==> src/rtl/rtg_pkg.sv <==
package rtg_pkg;

    // scan controller states
    typedef enum logic {
        ST_OFF = 1'b0,
        ST_RUN = 1'b1
    } rtg_state_e;

    // control word bit positions
    localparam int CTRL_EN_BIT  = 0;
    localparam int CTRL_REF_BIT = 1;

    // timing register slots; register address = slot + 1, control at 0
    localparam int TI_HEXT  = 0;
    localparam int TI_HDISP = 1;
    localparam int TI_HSS   = 2;
    localparam int TI_HSE   = 3;
    localparam int TI_VEXT  = 4;
    localparam int TI_VDISP = 5;
    localparam int TI_VSS   = 6;
    localparam int TI_VSE   = 7;
    localparam int TI_PF    = 8;
    localparam int NUM_TREG = 9;

endpackage

==> src/rtl/rtg_regfile.sv <==
module rtg_regfile
    import rtg_pkg::*;
#(
    parameter int DW = 12,
    parameter int AW = 4
) (
    input  logic                          clk,
    input  logic                          rst_n,
    input  logic                          wr_en,
    input  logic [AW-1:0]                 wr_addr,
    input  logic [DW-1:0]                 wr_data,
    input  logic                          load_req,
    output logic                          ctrl_en,
    output logic                          ctrl_refresh,
    output logic [NUM_TREG-1:0][DW-1:0]   act_regs
);

    localparam logic [AW-1:0] CTRL_ADDR = '0;

    logic [1:0]                    ctrl_q;
    logic [NUM_TREG-1:0][DW-1:0]   pend_q;

    // control word: applied immediately
    always_ff @(posedge clk or negedge rst_n) begin
        if (!rst_n) begin
            ctrl_q <= '0;
        end else if (wr_en && wr_addr == CTRL_ADDR) begin
            ctrl_q <= wr_data[1:0];
        end
    end

    assign ctrl_en      = ctrl_q[CTRL_EN_BIT];
    assign ctrl_refresh = ctrl_q[CTRL_REF_BIT];

    // pending copy and working copy, one pair per timing register
    for (genvar gi = 0; gi < NUM_TREG; gi++) begin : g_treg
        localparam logic [AW-1:0] SLOT_ADDR = AW'(gi + 1);

        always_ff @(posedge clk or negedge rst_n) begin
            if (!rst_n) begin
                pend_q[gi] <= '0;
            end else if (wr_en && wr_addr == SLOT_ADDR) begin
                pend_q[gi] <= wr_data;
            end
        end

        always_ff @(posedge clk or negedge rst_n) begin
            if (!rst_n) begin
                act_regs[gi] <= '0;
            end else if (load_req) begin
                act_regs[gi] <= pend_q[gi];
            end
        end
    end

endmodule

==> src/rtl/rtg_scan_fsm.sv <==
module rtg_scan_fsm
    import rtg_pkg::*;
#(
    parameter int DW = 12
) (
    input  logic          clk,
    input  logic          rst_n,
    input  logic          ctrl_en,
    input  logic [DW-1:0] hext,
    input  logic [DW-1:0] vext,
    output logic          run,
    output logic          load_req,
    output logic [DW-1:0] h_cnt,
    output logic [DW-1:0] v_cnt
);

    rtg_state_e state_q, state_d;
    logic       h_wrap, v_wrap;

    assign h_wrap = (h_cnt == hext);
    assign v_wrap = (v_cnt == vext);

    // next-state logic
    always_comb begin
        state_d = state_q;
        unique case (state_q)
            ST_OFF: state_d = ctrl_en ? ST_RUN : ST_OFF;
            ST_RUN: state_d = ctrl_en ? ST_RUN : ST_OFF;
            default: state_d = ST_OFF;
        endcase
    end

    // state register
    always_ff @(posedge clk or negedge rst_n) begin
        if (!rst_n) state_q <= ST_OFF;
        else        state_q <= state_d;
    end

    // counters advance only while running and still enabled
    always_ff @(posedge clk or negedge rst_n) begin
        if (!rst_n) begin
            h_cnt <= '0;
            v_cnt <= '0;
        end else if (state_q == ST_RUN && ctrl_en) begin
            if (h_wrap) begin
                h_cnt <= '0;
                v_cnt <= v_wrap ? '0 : v_cnt + DW'(1);
            end else begin
                h_cnt <= h_cnt + DW'(1);
            end
        end else begin
            h_cnt <= '0;
            v_cnt <= '0;
        end
    end

    // outputs of the controller
    always_comb begin
        run      = 1'b0;
        load_req = 1'b0;
        unique case (state_q)
            ST_OFF: begin
                run      = 1'b0;
                load_req = 1'b1;
            end
            ST_RUN: begin
                run      = 1'b1;
                load_req = h_wrap && v_wrap;
            end
            default: begin
                run      = 1'b0;
                load_req = 1'b0;
            end
        endcase
    end

    // line counter returns to zero after the extent
    assert_hwrap_R2: assert property (@(posedge clk) disable iff (!rst_n)
        (state_q == ST_RUN && ctrl_en && h_wrap) |=> (h_cnt == '0));

    // line counter never passes the extent while running
    assert_hbound_R2: assert property (@(posedge clk) disable iff (!rst_n)
        (state_q == ST_RUN) |-> (h_cnt <= hext));

    // line number only moves on a line wrap
    assert_vhold_R2: assert property (@(posedge clk) disable iff (!rst_n)
        (state_q == ST_RUN && ctrl_en && !h_wrap) |=> $stable(v_cnt));

endmodule

==> src/rtl/rtg_decode.sv <==
module rtg_decode
    import rtg_pkg::*;
#(
    parameter int DW = 12
) (
    input  logic                        run,
    input  logic                        refresh,
    input  logic [DW-1:0]               h_cnt,
    input  logic [DW-1:0]               v_cnt,
    input  logic [NUM_TREG-1:0][DW-1:0] tregs,
    output logic                        active,
    output logic                        hs,
    output logic                        vs,
    output logic                        pf
);

    logic h_vis, v_vis, h_in_sync, v_in_sync, pf_hit;

    always_comb begin
        h_vis     = (h_cnt <= tregs[TI_HDISP]);
        v_vis     = (v_cnt <= tregs[TI_VDISP]);
        h_in_sync = (h_cnt > tregs[TI_HSS]) && (h_cnt <= tregs[TI_HSE]);
        v_in_sync = (v_cnt > tregs[TI_VSS]) && (v_cnt <= tregs[TI_VSE]);
        pf_hit    = (h_cnt == tregs[TI_PF]);

        active = run && h_vis && v_vis;
        hs     = run && h_in_sync;
        vs     = run && v_in_sync;
        pf     = run && refresh && pf_hit;
    end

endmodule

==> src/rtl/raster_timing_gen.sv <==
module raster_timing_gen
    import rtg_pkg::*;
#(
    parameter int DW = 12,
    parameter int AW = 4
) (
    input  logic          clk,
    input  logic          rst_n,
    input  logic          wr_en,
    input  logic [AW-1:0] wr_addr,
    input  logic [DW-1:0] wr_data,
    output logic [DW-1:0] h_count,
    output logic [DW-1:0] v_count,
    output logic          disp_active,
    output logic          hsync,
    output logic          vsync,
    output logic          prefetch_req
);

    logic                        ctrl_en, ctrl_refresh, run, load_req;
    logic [NUM_TREG-1:0][DW-1:0] act_regs;

    rtg_regfile #(.DW(DW), .AW(AW)) u_regs (
        .clk          (clk),
        .rst_n        (rst_n),
        .wr_en        (wr_en),
        .wr_addr      (wr_addr),
        .wr_data      (wr_data),
        .load_req     (load_req),
        .ctrl_en      (ctrl_en),
        .ctrl_refresh (ctrl_refresh),
        .act_regs     (act_regs)
    );

    rtg_scan_fsm #(.DW(DW)) u_fsm (
        .clk      (clk),
        .rst_n    (rst_n),
        .ctrl_en  (ctrl_en),
        .hext     (act_regs[TI_HEXT]),
        .vext     (act_regs[TI_VEXT]),
        .run      (run),
        .load_req (load_req),
        .h_cnt    (h_count),
        .v_cnt    (v_count)
    );

    rtg_decode #(.DW(DW)) u_dec (
        .run     (run),
        .refresh (ctrl_refresh),
        .h_cnt   (h_count),
        .v_cnt   (v_count),
        .tregs   (act_regs),
        .active  (disp_active),
        .hs      (hsync),
        .vs      (vsync),
        .pf      (prefetch_req)
    );

    // a stopped scan is silent and parked at the origin
    assert_off_quiet_R7: assert property (@(posedge clk) disable iff (!rst_n)
        !run |-> (h_count == '0 && v_count == '0 && !disp_active &&
                  !hsync && !vsync && !prefetch_req));

    // a prefetch request is a single-clock pulse
    assert_pf_single_R6: assert property (@(posedge clk) disable iff (!rst_n)
        (prefetch_req && act_regs[TI_HEXT] != '0 && h_count != act_regs[TI_HEXT])
        |=> !prefetch_req);

    // working timing only changes when a frame begins
    assert_shadow_frame_R8: assert property (@(posedge clk) disable iff (!rst_n)
        (run && $past(run) && !(h_count == '0 && v_count == '0))
        |-> $stable(act_regs));

endmodule

==> config.mk <==
export PLATFORM = sky130hd
export DESIGN_NAME = raster_timing_gen
export DESIGN_NICKNAME = d
export VERILOG_FILES = /design/src/rtl/rtg_pkg.sv /design/src/rtl/rtg_regfile.sv /design/src/rtl/rtg_scan_fsm.sv /design/src/rtl/rtg_decode.sv /design/src/rtl/raster_timing_gen.sv
export SDC_FILE = /design/constraint.sdc
export NUM_CORES = 1
export LEC_CHECK = 0
export ABC_AREA = 1
export BUFFER_PORTS_ARGS = -buffer_cell sky130_fd_sc_hd__buf_4
export CORE_MARGIN = 3
export CORE_UTILIZATION = 65
export DETAILED_ROUTE_END_ITERATION = 6
export PLACE_DENSITY_LB_ADDON = 0.2
export SLEW_MARGIN = 10
export SYNTH_ARGS = -nofsm -noshare
export SYNTH_HDL_FRONTEND = slang
export SYNTH_SLANG_ARGS = --single-unit
==> constraint.sdc <==
create_clock -name clk -period 4.4 [get_ports clk]
set_input_delay 0.88 -clock clk [delete_from_list [all_inputs] [get_ports clk]]
set_output_delay 0.88 -clock clk [all_outputs]
set_load 0.1 [all_outputs]
==> metrics, run 1 <==
outcome=complete, no violations; Initial DRC Count=915; setup repair bufs after CTS=0; RSZ-0062 raised after global routing=false; critical path cell sequence=ha_1, nand2_1, nor3_1, nand3_1, nand2_1, nand2_1, nor2_1, buf_4; Largest stage delay, worst path=0.54 ns; share of layout cells above drive strength 1=7.68%; most used routing layer=met2; Max Slew Vio Count=0; Yosys cell types=29; Root Driver=clkbuf_16; met2 Track Usage GR=49.1%; fmax=275 MHz; Leak=6.97 nW; via count=9851; H-tree Lvls=1; Power Total=0.00693 W; Mean Syn Cell Area=8.41 um2; vias in the first global route=9676; Wirelength per Cell=18.5 um; # nets final=1520; post-route ant nets=0; Filler cells=1284; final hold vios=0; Clock Sinks=243; final RePlAce weighted congestion=0.914; Worst-Skew Late Latency=0.53 ns; Critical Path Sink=disp_active; crit path DAT=2.75 ns; Reg2Reg Setup Slack=1.42 ns; Starting Density=67.2%; CP dominant cell by count=nand2_1; Crit-path slowest cell=dfrtp_1; Slew headroom=20.1%; peak fanout along the critical path=10; total core area=17500 um2; Mapped Area=11800 um2; Worst-path clk slew=0.06 ns; post-cts sizing count=0; crit path from=u_fsm.v_cnt[7]; hold_buf cts=0; Yosys reg bits=243; WP data required=3.52 ns; Max rail drop VDD=0.619 mV; pin count of the biggest net entering global routing=115; Pre-antenna DRT Iters=5; yosys warns=0; Routed WL=30800 um; actual slew at the worst max-slew pin=1.20 ns; Tcrit/Tclk final=82.6%; GR Overflow Total=0; Residual DRC=0; Total Routing Usage GR=31.7%; Final min period=3.63 ns; Layout Area Growth over Synthesis=11.9%; global-route wire length before repair=50300 um; # diodes=0; number of CTS-inserted buffers=25; Setup violations, final=0; Vias/cell=5.90; crit end category=output pin; die width=141 um; Worst R2R Start=u_fsm.h_cnt[4]; Detail Placement HPWL=19600 um; row count=48; Mapped Cells=1401; Buffers on Ports=46; top_reg_cell synth=dfrtp_1; asr flop ratio synth=100%; type of origin of the critical path=flop; met1 Use GR=45.9%; max_cap viols=0; CTS tree=yes; number of synthesized flops with an enable pin=0; Die Height=141 um; Final Skew=0.0131 ns; Clock Path Buffers=3; Seq/Total Area, Yosys=51.6%; Reg2Reg Depth=10; setup TNS=0 ns; fin util=75.2%; R2R Path End=u_regs.act_regs[90]; die area=19800 um2; Hold Path Depth=0; Boundary Pins=47; PwrDens=525 nW/um2; M3 GR Usage=6.14%; syn nets=1494; Setup Crit Path Kind=flop to output pin; initial antenna violation count=0; hold crit path type=flop to flop
## registers in the layout (all words and copies together) (netlist names)
signal,count
u_regs.ctrl_q,2
u_fsm.state_q,1
u_fsm.h_cnt,12
u_fsm.v_cnt,12
u_regs.pend_q,108
u_regs.act_regs,108
## metal layers
layer	part of all wire [%]	vias up	routed length, um
li1	-	4572	-
met1	42	4790	13100
met2	46	427	14200
met3	8.9	62	2740
met4	2.8	0	864
met5	0	-	0
## cell usage in the layout (no fill, tap or decap), drive strengths merged, types with 3 or more instances in the layout
cell type | synthesis | final
ha | 74 | 74
bufinv | 0 | 5
clkbuf | 31 | 33
o211ai | 5 | 5
buf | 27 | 57
nand3 | 149 | 149
nor2 | 103 | 103
xnor2 | 14 | 14
clkinv | 4 | 11
o21ai | 90 | 90
dfrtp | 243 | 243
nand4 | 15 | 15
nor3 | 13 | 13
nand2 | 412 | 412
inv | 127 | 128
xor2 | 18 | 18
a221oi | 3 | 3
a21oi | 65 | 65
## critical path, delay by kind of cell, from the launching register on
| family | cells | cell delay (ns) |
|---|---|---|
| fa+ha+maj | 1 | 0.39 |
| buf+inv | 1 | 0.31 |
| flops | 1 | 0.54 |
| simple gates | 6 | 0.98 |
## area by class of cell
class / instances / area, um2 / share of cell area [%]
clock buffers: 33 / 716 / 5.43
well taps: 225 / 282 / 2.13
clock inverters: 13 / 194 / 1.47
flip-flops and latches: 243 / 6080 / 46.1
repair buffers: 57 / 460 / 3.49
inverters: 131 / 492 / 3.73
multi-input cells: 969 / 4960 / 37.6
## synth_stat cells, types with 12 or more instances
cell type / n / area, um2
a21oi_1: 65 / 325
buf_2: 12 / 60.1
clkbuf_1: 30 / 113
dfrtp_1: 243 / 6080
ha_1: 74 / 926
inv_1: 124 / 465
nand2_1: 410 / 1540
nand3_1: 149 / 746
nand4_1: 15 / 93.8
nor2_1: 102 / 383
nor3_1: 13 / 65.1
o21ai_0: 90 / 450
xnor2_1: 14 / 123
xor2_1: 18 / 158
## stage by stage
| stage | instance area [um2] | cells | hold WS, ns | setup WS, ns |
|---|---|---|---|---|
| 4_1_cts | 13200 | 1671 | 0.410 | 0.850 |
| 3_3_place_gp | 12300 | 1625 | 0.398 | 1.46 |
| 3_5_place_dp | 12300 | 1625 | 0.397 | 1.43 |
| 6_report | 13200 | 1671 | 0.413 | 0.766 |
| 2_1_floorplan | 11800 | 1401 | 0.374 | 0.367 |
| 5_1_grt | 13200 | 1671 | 0.420 | 0.731 |
## cells by family after synthesis
family / after synthesis / share of synthesized area [%]
and+or+nand+nor: 694 / 24.3
DFF: 243 / 51.6
buffers and inverters: 189 / 6.38
AOI/OAI and AO/OA: 169 / 7.48
adders and majority gates: 74 / 7.85
xor gates and xnor gates: 32 / 2.38
## worst min path at each step
stage	startpoint	to	slack, ns
6_report	u_regs.ctrl_q[0]	u_fsm.state_q	0.41
5_1_grt	u_regs.ctrl_q[0]	u_fsm.state_q	0.42
4_1_cts	u_regs.ctrl_q[0]	u_fsm.state_q	0.41
3_5_place_dp	u_regs.ctrl_q[0]	u_fsm.state_q	0.40
3_3_place_gp	u_regs.ctrl_q[0]	u_fsm.state_q	0.40
2_1_floorplan	u_regs.ctrl_q[0]	u_fsm.state_q	0.37
## report_power, final
group          internal, W  total [W]  switching [W]  leakage, nW
Clock              0.00144    0.00233       0.000894        0.456
Combinational     0.000530    0.00145       0.000920         3.47
Sequential         0.00277    0.00315       0.000379         3.04
Power figures use the tool's default switching activity.
==> inputs of run 2 (changes only) <==
- CORE_UTILIZATION: 65 -> 62
- clock period: 4.4 -> 3.42 ns (I/O delays scaled with it)
==> run 2 against run 1 <==
Die area increased by 4.6%. Clock-buffer cell count up 3. Critical path type unchanged. Total power grew 28%. Critical endpoint unchanged. Setup slack worse by 0.57 ns. Sequential cell count stayed put. Critical path depth is the same. Register-to-register slack got worse by 0.44 ns. Non-clock buffer count up 11. Highest routed layer unchanged. Worst hold slack worse by 0.24 ns.
==> metrics, run 2 (synthesized netlist as in run 1, its figures left out) <==
crit path DAT=2.54 ns (was 2.75 ns); Pre-antenna DRT Iters=6 (was 5); die width=144 um (was 141 um); die area=20700 um2 (was 19800 um2); Wirelength per Cell=18.1 um (was 18.5 um); Root Driver=clkbuf_16 (unchanged); Setup Crit Path Kind=flop to output pin (unchanged); post-route ant nets=0 (unchanged); fin area=13300 um2 (was 13200 um2); Worst-path clk slew=0.07 ns (was 0.06 ns); Max rail drop VDD=0.547 mV (was 0.619 mV); hold crit path type=input pin to async pin (was flop to flop); critical path's top delay family=simple AND/OR/NAND/NOR gates (unchanged); commonest cells after routing, fill and taps aside=410 x nand2_1, 242 x dfrtp_1, 149 x nand3_1 (unchanged); Starting Density=64.3% (was 67.2%); setup repair bufs after CTS=0 (unchanged); hold_buf cts=0 (unchanged); total placed instance area=12400 um2 (was 12300 um2); GR Overflow Total=0 (unchanged); Leak=7.02 nW (was 6.97 nW); post-cts sizing count=0 (unchanged); share of layout cells above drive strength 1=8.77% (was 7.68%); global-route wire length before repair=50300 um (unchanged); Setup violations, final=0 (unchanged); initial antenna violation count=1 (was 0); Detail Placement HPWL=20000 um (was 19600 um); Worst-Skew Late Latency=0.53 ns (about the same); H-tree Lvls=1 (unchanged); critical path cell sequence=ha_1, nand2_1, nor3_1, nand3_1, nand2_1, nand2_1, nor2_2, buf_4 (was ha_1, nand2_1, nor3_1, nand3_1, nand2_1, nand2_1, nor2_1, buf_4); via count=9671 (was 9851); Clock Path Buffers=3 (unchanged); clock power share=32.9% (was 33.6%); actual slew at the worst max-slew pin=0.944 ns (was 1.20 ns); # nets final=1532 (was 1520); Reg2Reg Setup Slack=0.98 ns (was 1.42 ns); Residual DRC=0 (unchanged); Slew headroom=36.9% (was 20.1%); row count=49 (was 48); CTS tree=yes (unchanged); Crit path depth=8 (unchanged); final RePlAce weighted congestion=0.950 (was 0.914); Final Skew=0.0139 ns (was 0.0131 ns); crit path from=u_fsm.v_cnt[7] (unchanged); peak fanout along the critical path=10 (unchanged); pin count of the biggest net entering global routing=91 (was 115); setup TNS=0 ns (unchanged); vias in the first global route=9506 (was 9676); PwrDens=668 nW/um2 (was 525 nW/um2); total core area=18300 um2 (was 17500 um2); Sw Ratio=32.2% (was 31.6%); Buffers on Ports=46 (unchanged); Combinational Power Share=21.5% (was 20.9%); Largest stage delay, worst path=0.52 ns (was 0.54 ns); Final min period=3.22 ns; CP dominant cell by count=nand2_1 (unchanged); area occupied by multi-input gates=4970 um2 (was 4960 um2); Reg2Reg Depth=12 (was 10); Die Height=144 um (was 141 um); max_cap viols=0 (unchanged); Vias/cell=5.73 (was 5.90); commonest non-fill, non-tap cell in the layout=nand2_1 (unchanged); outcome=complete, no violations (unchanged); number of CTS-inserted buffers=26 (was 25); Layout Area Growth over Synthesis=13.0% (was 11.9%); sequential share of power=45.6% (was 45.5%); Psw=0.00287 W (was 0.00219 W); Total Routing Usage GR=30.7% (was 31.7%); Crit-path slowest cell=dfrtp_1 (unchanged); Filler cells=1383 (was 1284); FF+latch area=6080 um2 (unchanged); Worst R2R Start=u_fsm.h_cnt[9] (was u_fsm.h_cnt[4]); crit end category=output pin (unchanged); RSZ-0062 raised after global routing=false (unchanged); type of origin of the critical path=flop (unchanged); Max Slew Vio Count=0 (unchanged); WP data required=2.74 ns (was 3.52 ns); Tcrit/Tclk final=94.2%; Boundary Pins=47 (unchanged); Routed WL=30600 um (was 30800 um); Initial DRC Count=756 (was 915); worst path bufs/invs=1 (unchanged); fmax=310 MHz; final hold vios=0 (unchanged); Clock Sinks=243 (unchanged); Int Pwr=0.00603 W (was 0.00474 W); top flop regs=u_regs.act_regs: 108 flops, u_regs.pend_q: 108 flops (unchanged)
## run 2: changes by cell type in the layout (fill, tap and decap cells not counted)
cell,previous run,this run
buf_12,2,5
buf_4,54,62
bufinv_16,5,2
clkbuf_16,25,27
clkbuf_8,6,7
clkinv_2,7,5
clkinv_4,0,1
clkinvlp_4,0,3
diode_2,0,1
nor2_1,102,98
nor2_2,1,5
## run 2: power groups by stage
stage / clock (W) / sequential [W] / combinational (W)
finish: 0.00293 / 0.00405 / 0.00192
global route: 0.00307 / 0.00413 / 0.00221
CTS: 0.00295 / 0.00404 / 0.00192
detailed placement: 0 / 0.00407 / 0.00190
global placement: 0 / 0.00406 / 0.00182
floorplan: 0 / 0.00392 / 0.00140
## run 2: worst paths after layout
path                                  endpoint
max                                disp_active
min                        u_regs.act_regs[24]
max reg2reg                u_regs.act_regs[80]
min reg2reg                      u_fsm.state_q
max in group asynchronous  u_regs.act_regs[20]
min in group clk                 u_fsm.state_q
## run 2: final cells by class
| type | instances | share of cell area, % |
|---|---|---|
| Antenna cell | 1 | 0.0188 |
| Clock buffer | 36 | 5.85 |
| Clock inverter | 12 | 0.939 |
| Inverter | 131 | 3.69 |
| Multi-Input combinational cell | 969 | 37.3 |
| Sequential cell | 243 | 45.7 |
| Tap cell | 229 | 2.15 |
| Timing Repair Buffer | 68 | 4.36 |
## run 2: layer usage
metal | GRT usage, % | vias up | routed length (um)
met5 | 0 | - | 0
met4 | 9.91 | 0 | 1120
met3 | 6.02 | 80 | 2320
met2 | 47.2 | 348 | 13800
met1 | 44.5 | 4646 | 13400
li1 | - | 4597 | -
## run 2: per-stage QoR
stage,worst slack (ns),power (W),utilization (%),std cells,hold WS (ns)
after floorplan,0.0514,0.00532,-,1401,0.374
after global placement,0.858,0.00588,67.7,1640,0.391
after detailed placement,0.785,0.00597,67.7,1640,0.393
after CTS,0.201,0.00891,72.7,1688,0.195
after global routing,0.0435,0.00941,72.7,1689,0.229
final,0.199,0.00889,72.7,1689,0.172
==> inputs of run 3 (changes only) <==
- CORE_UTILIZATION: 62 -> 65
- clock period: 3.42 -> 4.1 ns (I/O delays scaled with it)
==> run 3 against run 2 <==
Clock power shrank 16%. Clock-buffer cell count is 9 lower. Die area decreased by 4.4%. Setup slack better by 0.48 ns. Utilization grew 2.5 points. First-iteration DRC count up 14%. Highest routed layer unchanged. Register-to-register slack better by 0.20 ns. Via count up 0.86%. Sequential share of layout area up 0.49 points. Critical path depth unchanged. Worst hold slack worse by 0.0078 ns.
==> metrics, run 3 (synthesized netlist as in run 1, its figures left out) <==
met2 Track Usage GR=47.0% (was 47.2%); WP data required=3.28 ns (was 2.74 ns); commonest cells after routing, fill and taps aside=410 x nand2_1, 242 x dfrtp_1, 149 x nand3_1 (unchanged); commonest non-fill, non-tap cell in the layout=nand2_1 (unchanged); final hold vios=0 (unchanged); Vias/cell=5.83 (was 5.73); Combinational Power Share=20.9% (was 21.5%); Die Height=141 um (was 144 um); hold_buf cts=0 (unchanged); type of origin of the critical path=flop (unchanged); GR Overflow Total=0 (unchanged); Max rail drop VDD=0.460 mV (was 0.547 mV); Boundary Pins=47 (unchanged); Largest stage delay, worst path=0.55 ns (was 0.52 ns); Sw Ratio=32.1% (was 32.2%); actual slew at the worst max-slew pin=1.11 ns (was 0.944 ns); hold crit path type=input pin to async pin (unchanged); crit path DAT=2.60 ns (was 2.54 ns); Worst-Skew Late Latency=0.54 ns (was 0.53 ns); peak fanout along the critical path=9 (was 10); Tcrit/Tclk final=83.4%; total core area=17500 um2 (was 18300 um2); PwrDens=560 nW/um2 (was 668 nW/um2); Total Routing Usage GR=30.6% (was 30.7%); most used routing layer=met2 (unchanged); # diodes=0 (was 1); CP dominant cell by count=nor2_1 (was nand2_1); Max Slew Vio Count=0 (unchanged); Pre-antenna DRT Iters=5 (was 6); Root Driver=clkbuf_16 (unchanged); Residual DRC=0 (unchanged); Psw=0.00237 W (was 0.00287 W); Detail Placement HPWL=18800 um (was 20000 um); Starting Density=67.2% (was 64.3%); fmax=292 MHz; Initial DRC Count=863 (was 756); max_cap viols=0 (unchanged); pin count of the biggest net entering global routing=107 (was 91); sequential share of power=45.6% (about the same); initial antenna violation count=1 (unchanged); number of CTS-inserted buffers=25 (was 26); Int Pwr=0.00501 W (was 0.00603 W); Leak=6.95 nW (was 7.02 nW); die area=19800 um2 (was 20700 um2); H-tree Lvls=1 (unchanged); Crit-path slowest cell=dfrtp_1 (unchanged); Setup violations, final=0 (unchanged); critical path cell sequence=ha_1, nand2_1, nor2_1, nand4_1, nor3_1, nor2_1, nor2_1, buf_4 (was ha_1, nand2_1, nor3_1, nand3_1, nand2_1, nand2_1, nor2_2, buf_4); Slew headroom=26.0% (was 36.9%); CTS tree=yes (unchanged); global-route wire length before repair=48600 um (was 50300 um); via count=9754 (was 9671); crit end category=output pin (unchanged); fin area=13200 um2 (was 13300 um2); Worst-path clk slew=0.07 ns (about the same); Power Total=0.00738 W (was 0.00889 W); share of layout cells above drive strength 1=7.81% (was 8.77%); final RePlAce weighted congestion=0.885 (was 0.950); die width=141 um (was 144 um); pre-CTS WS=1.26 ns (was 0.785 ns); Final Skew=0.0135 ns (was 0.0139 ns); outcome=complete, no violations (unchanged); post-route ant nets=0 (unchanged); row count=48 (was 49); vias in the first global route=9334 (was 9506); Routed WL=29600 um (was 30600 um); Setup Crit Path Kind=flop to output pin (unchanged); Final min period=3.42 ns; Buffers on Ports=46 (unchanged); clock power share=33.4% (was 32.9%); met1 Use GR=44.0% (was 44.5%); Wirelength per Cell=17.7 um (was 18.1 um); setup TNS=0 ns (unchanged); Layout Area Growth over Synthesis=11.8% (was 13.0%); total placed instance area=12300 um2 (was 12400 um2); worst setup slack after layout=0.681 ns (was 0.199 ns); M3 GR Usage=6.17% (was 6.02%); post-cts sizing count=0 (unchanged); setup repair bufs after CTS=0 (unchanged); Clock Sinks=243 (unchanged); # nets final=1521 (was 1532); Clock Path Buffers=3 (unchanged); RSZ-0062 raised after global routing=false (unchanged); top flop regs=u_regs.act_regs: 108 flops, u_regs.pend_q: 108 flops (unchanged)
## run 3: power by group through the flow
| stage | registers [W] | clock network, W | logic [W] |
|---|---|---|---|
| floorplan | 0.00327 | 0 | 0.00116 |
| global placement | 0.00337 | 0 | 0.00146 |
| detailed placement | 0.00338 | 0 | 0.00152 |
| CTS | 0.00336 | 0.00249 | 0.00155 |
| global route | 0.00344 | 0.00259 | 0.00178 |
| finish | 0.00337 | 0.00247 | 0.00154 |
## run 3: final timing paths
kind,from,end,slack [ns],cells after the start
worst max-delay path,u_fsm.h_cnt[10],disp_active,0.68,8
worst min-delay path,rst_n,u_regs.act_regs[25],0.16,1
worst max register to register,u_fsm.h_cnt[9],u_regs.act_regs[32],1.18,13
worst min register to register,u_regs.ctrl_q[0],u_fsm.state_q,0.43,0
max in group asynchronous,rst_n,u_regs.act_regs[106],2.96,2
min in group clk,u_regs.ctrl_q[0],u_fsm.state_q,0.43,0
## run 3: layer usage
| layer | wire length (um) | vias up |
|---|---|---|
| li1 | - | 4589 |
| met1 | 12600 | 4695 |
| met2 | 13500 | 394 |
| met3 | 2500 | 76 |
| met4 | 990 | 0 |
| met5 | 0 | - |
## run 3: cell type report
class                           instances  area (um2)
Fill cell                            1276        4360
Clock inverter                         19         249
Timing Repair Buffer                   58         468
Sequential cell                       243        6080
Clock buffer                           27         643
Tap cell                              225         282
Inverter                              131         492
Multi-Input combinational cell        969        4960
## run 3: critical path: cells and delay by family (launching register included)
kind | cells | cell delay (ns)
adder cells (fa/ha/maj) | 1 | 0.37
flip-flops | 1 | 0.55
AND/OR/NAND/NOR | 6 | 0.82
buffers and inverters | 1 | 0.32
## run 3: per-stage QoR
| stage | hold slack (ns) | util [%] | std cells |
|---|---|---|---|
| after CTS | 0.185 | 75.1 | 1672 |
| after floorplan | 0.374 | - | 1401 |
| after global routing | 0.193 | 75.1 | 1672 |
| final | 0.164 | 75.1 | 1672 |
| after global placement | 0.405 | 70.1 | 1626 |
| after detailed placement | 0.412 | 70.1 | 1626 |
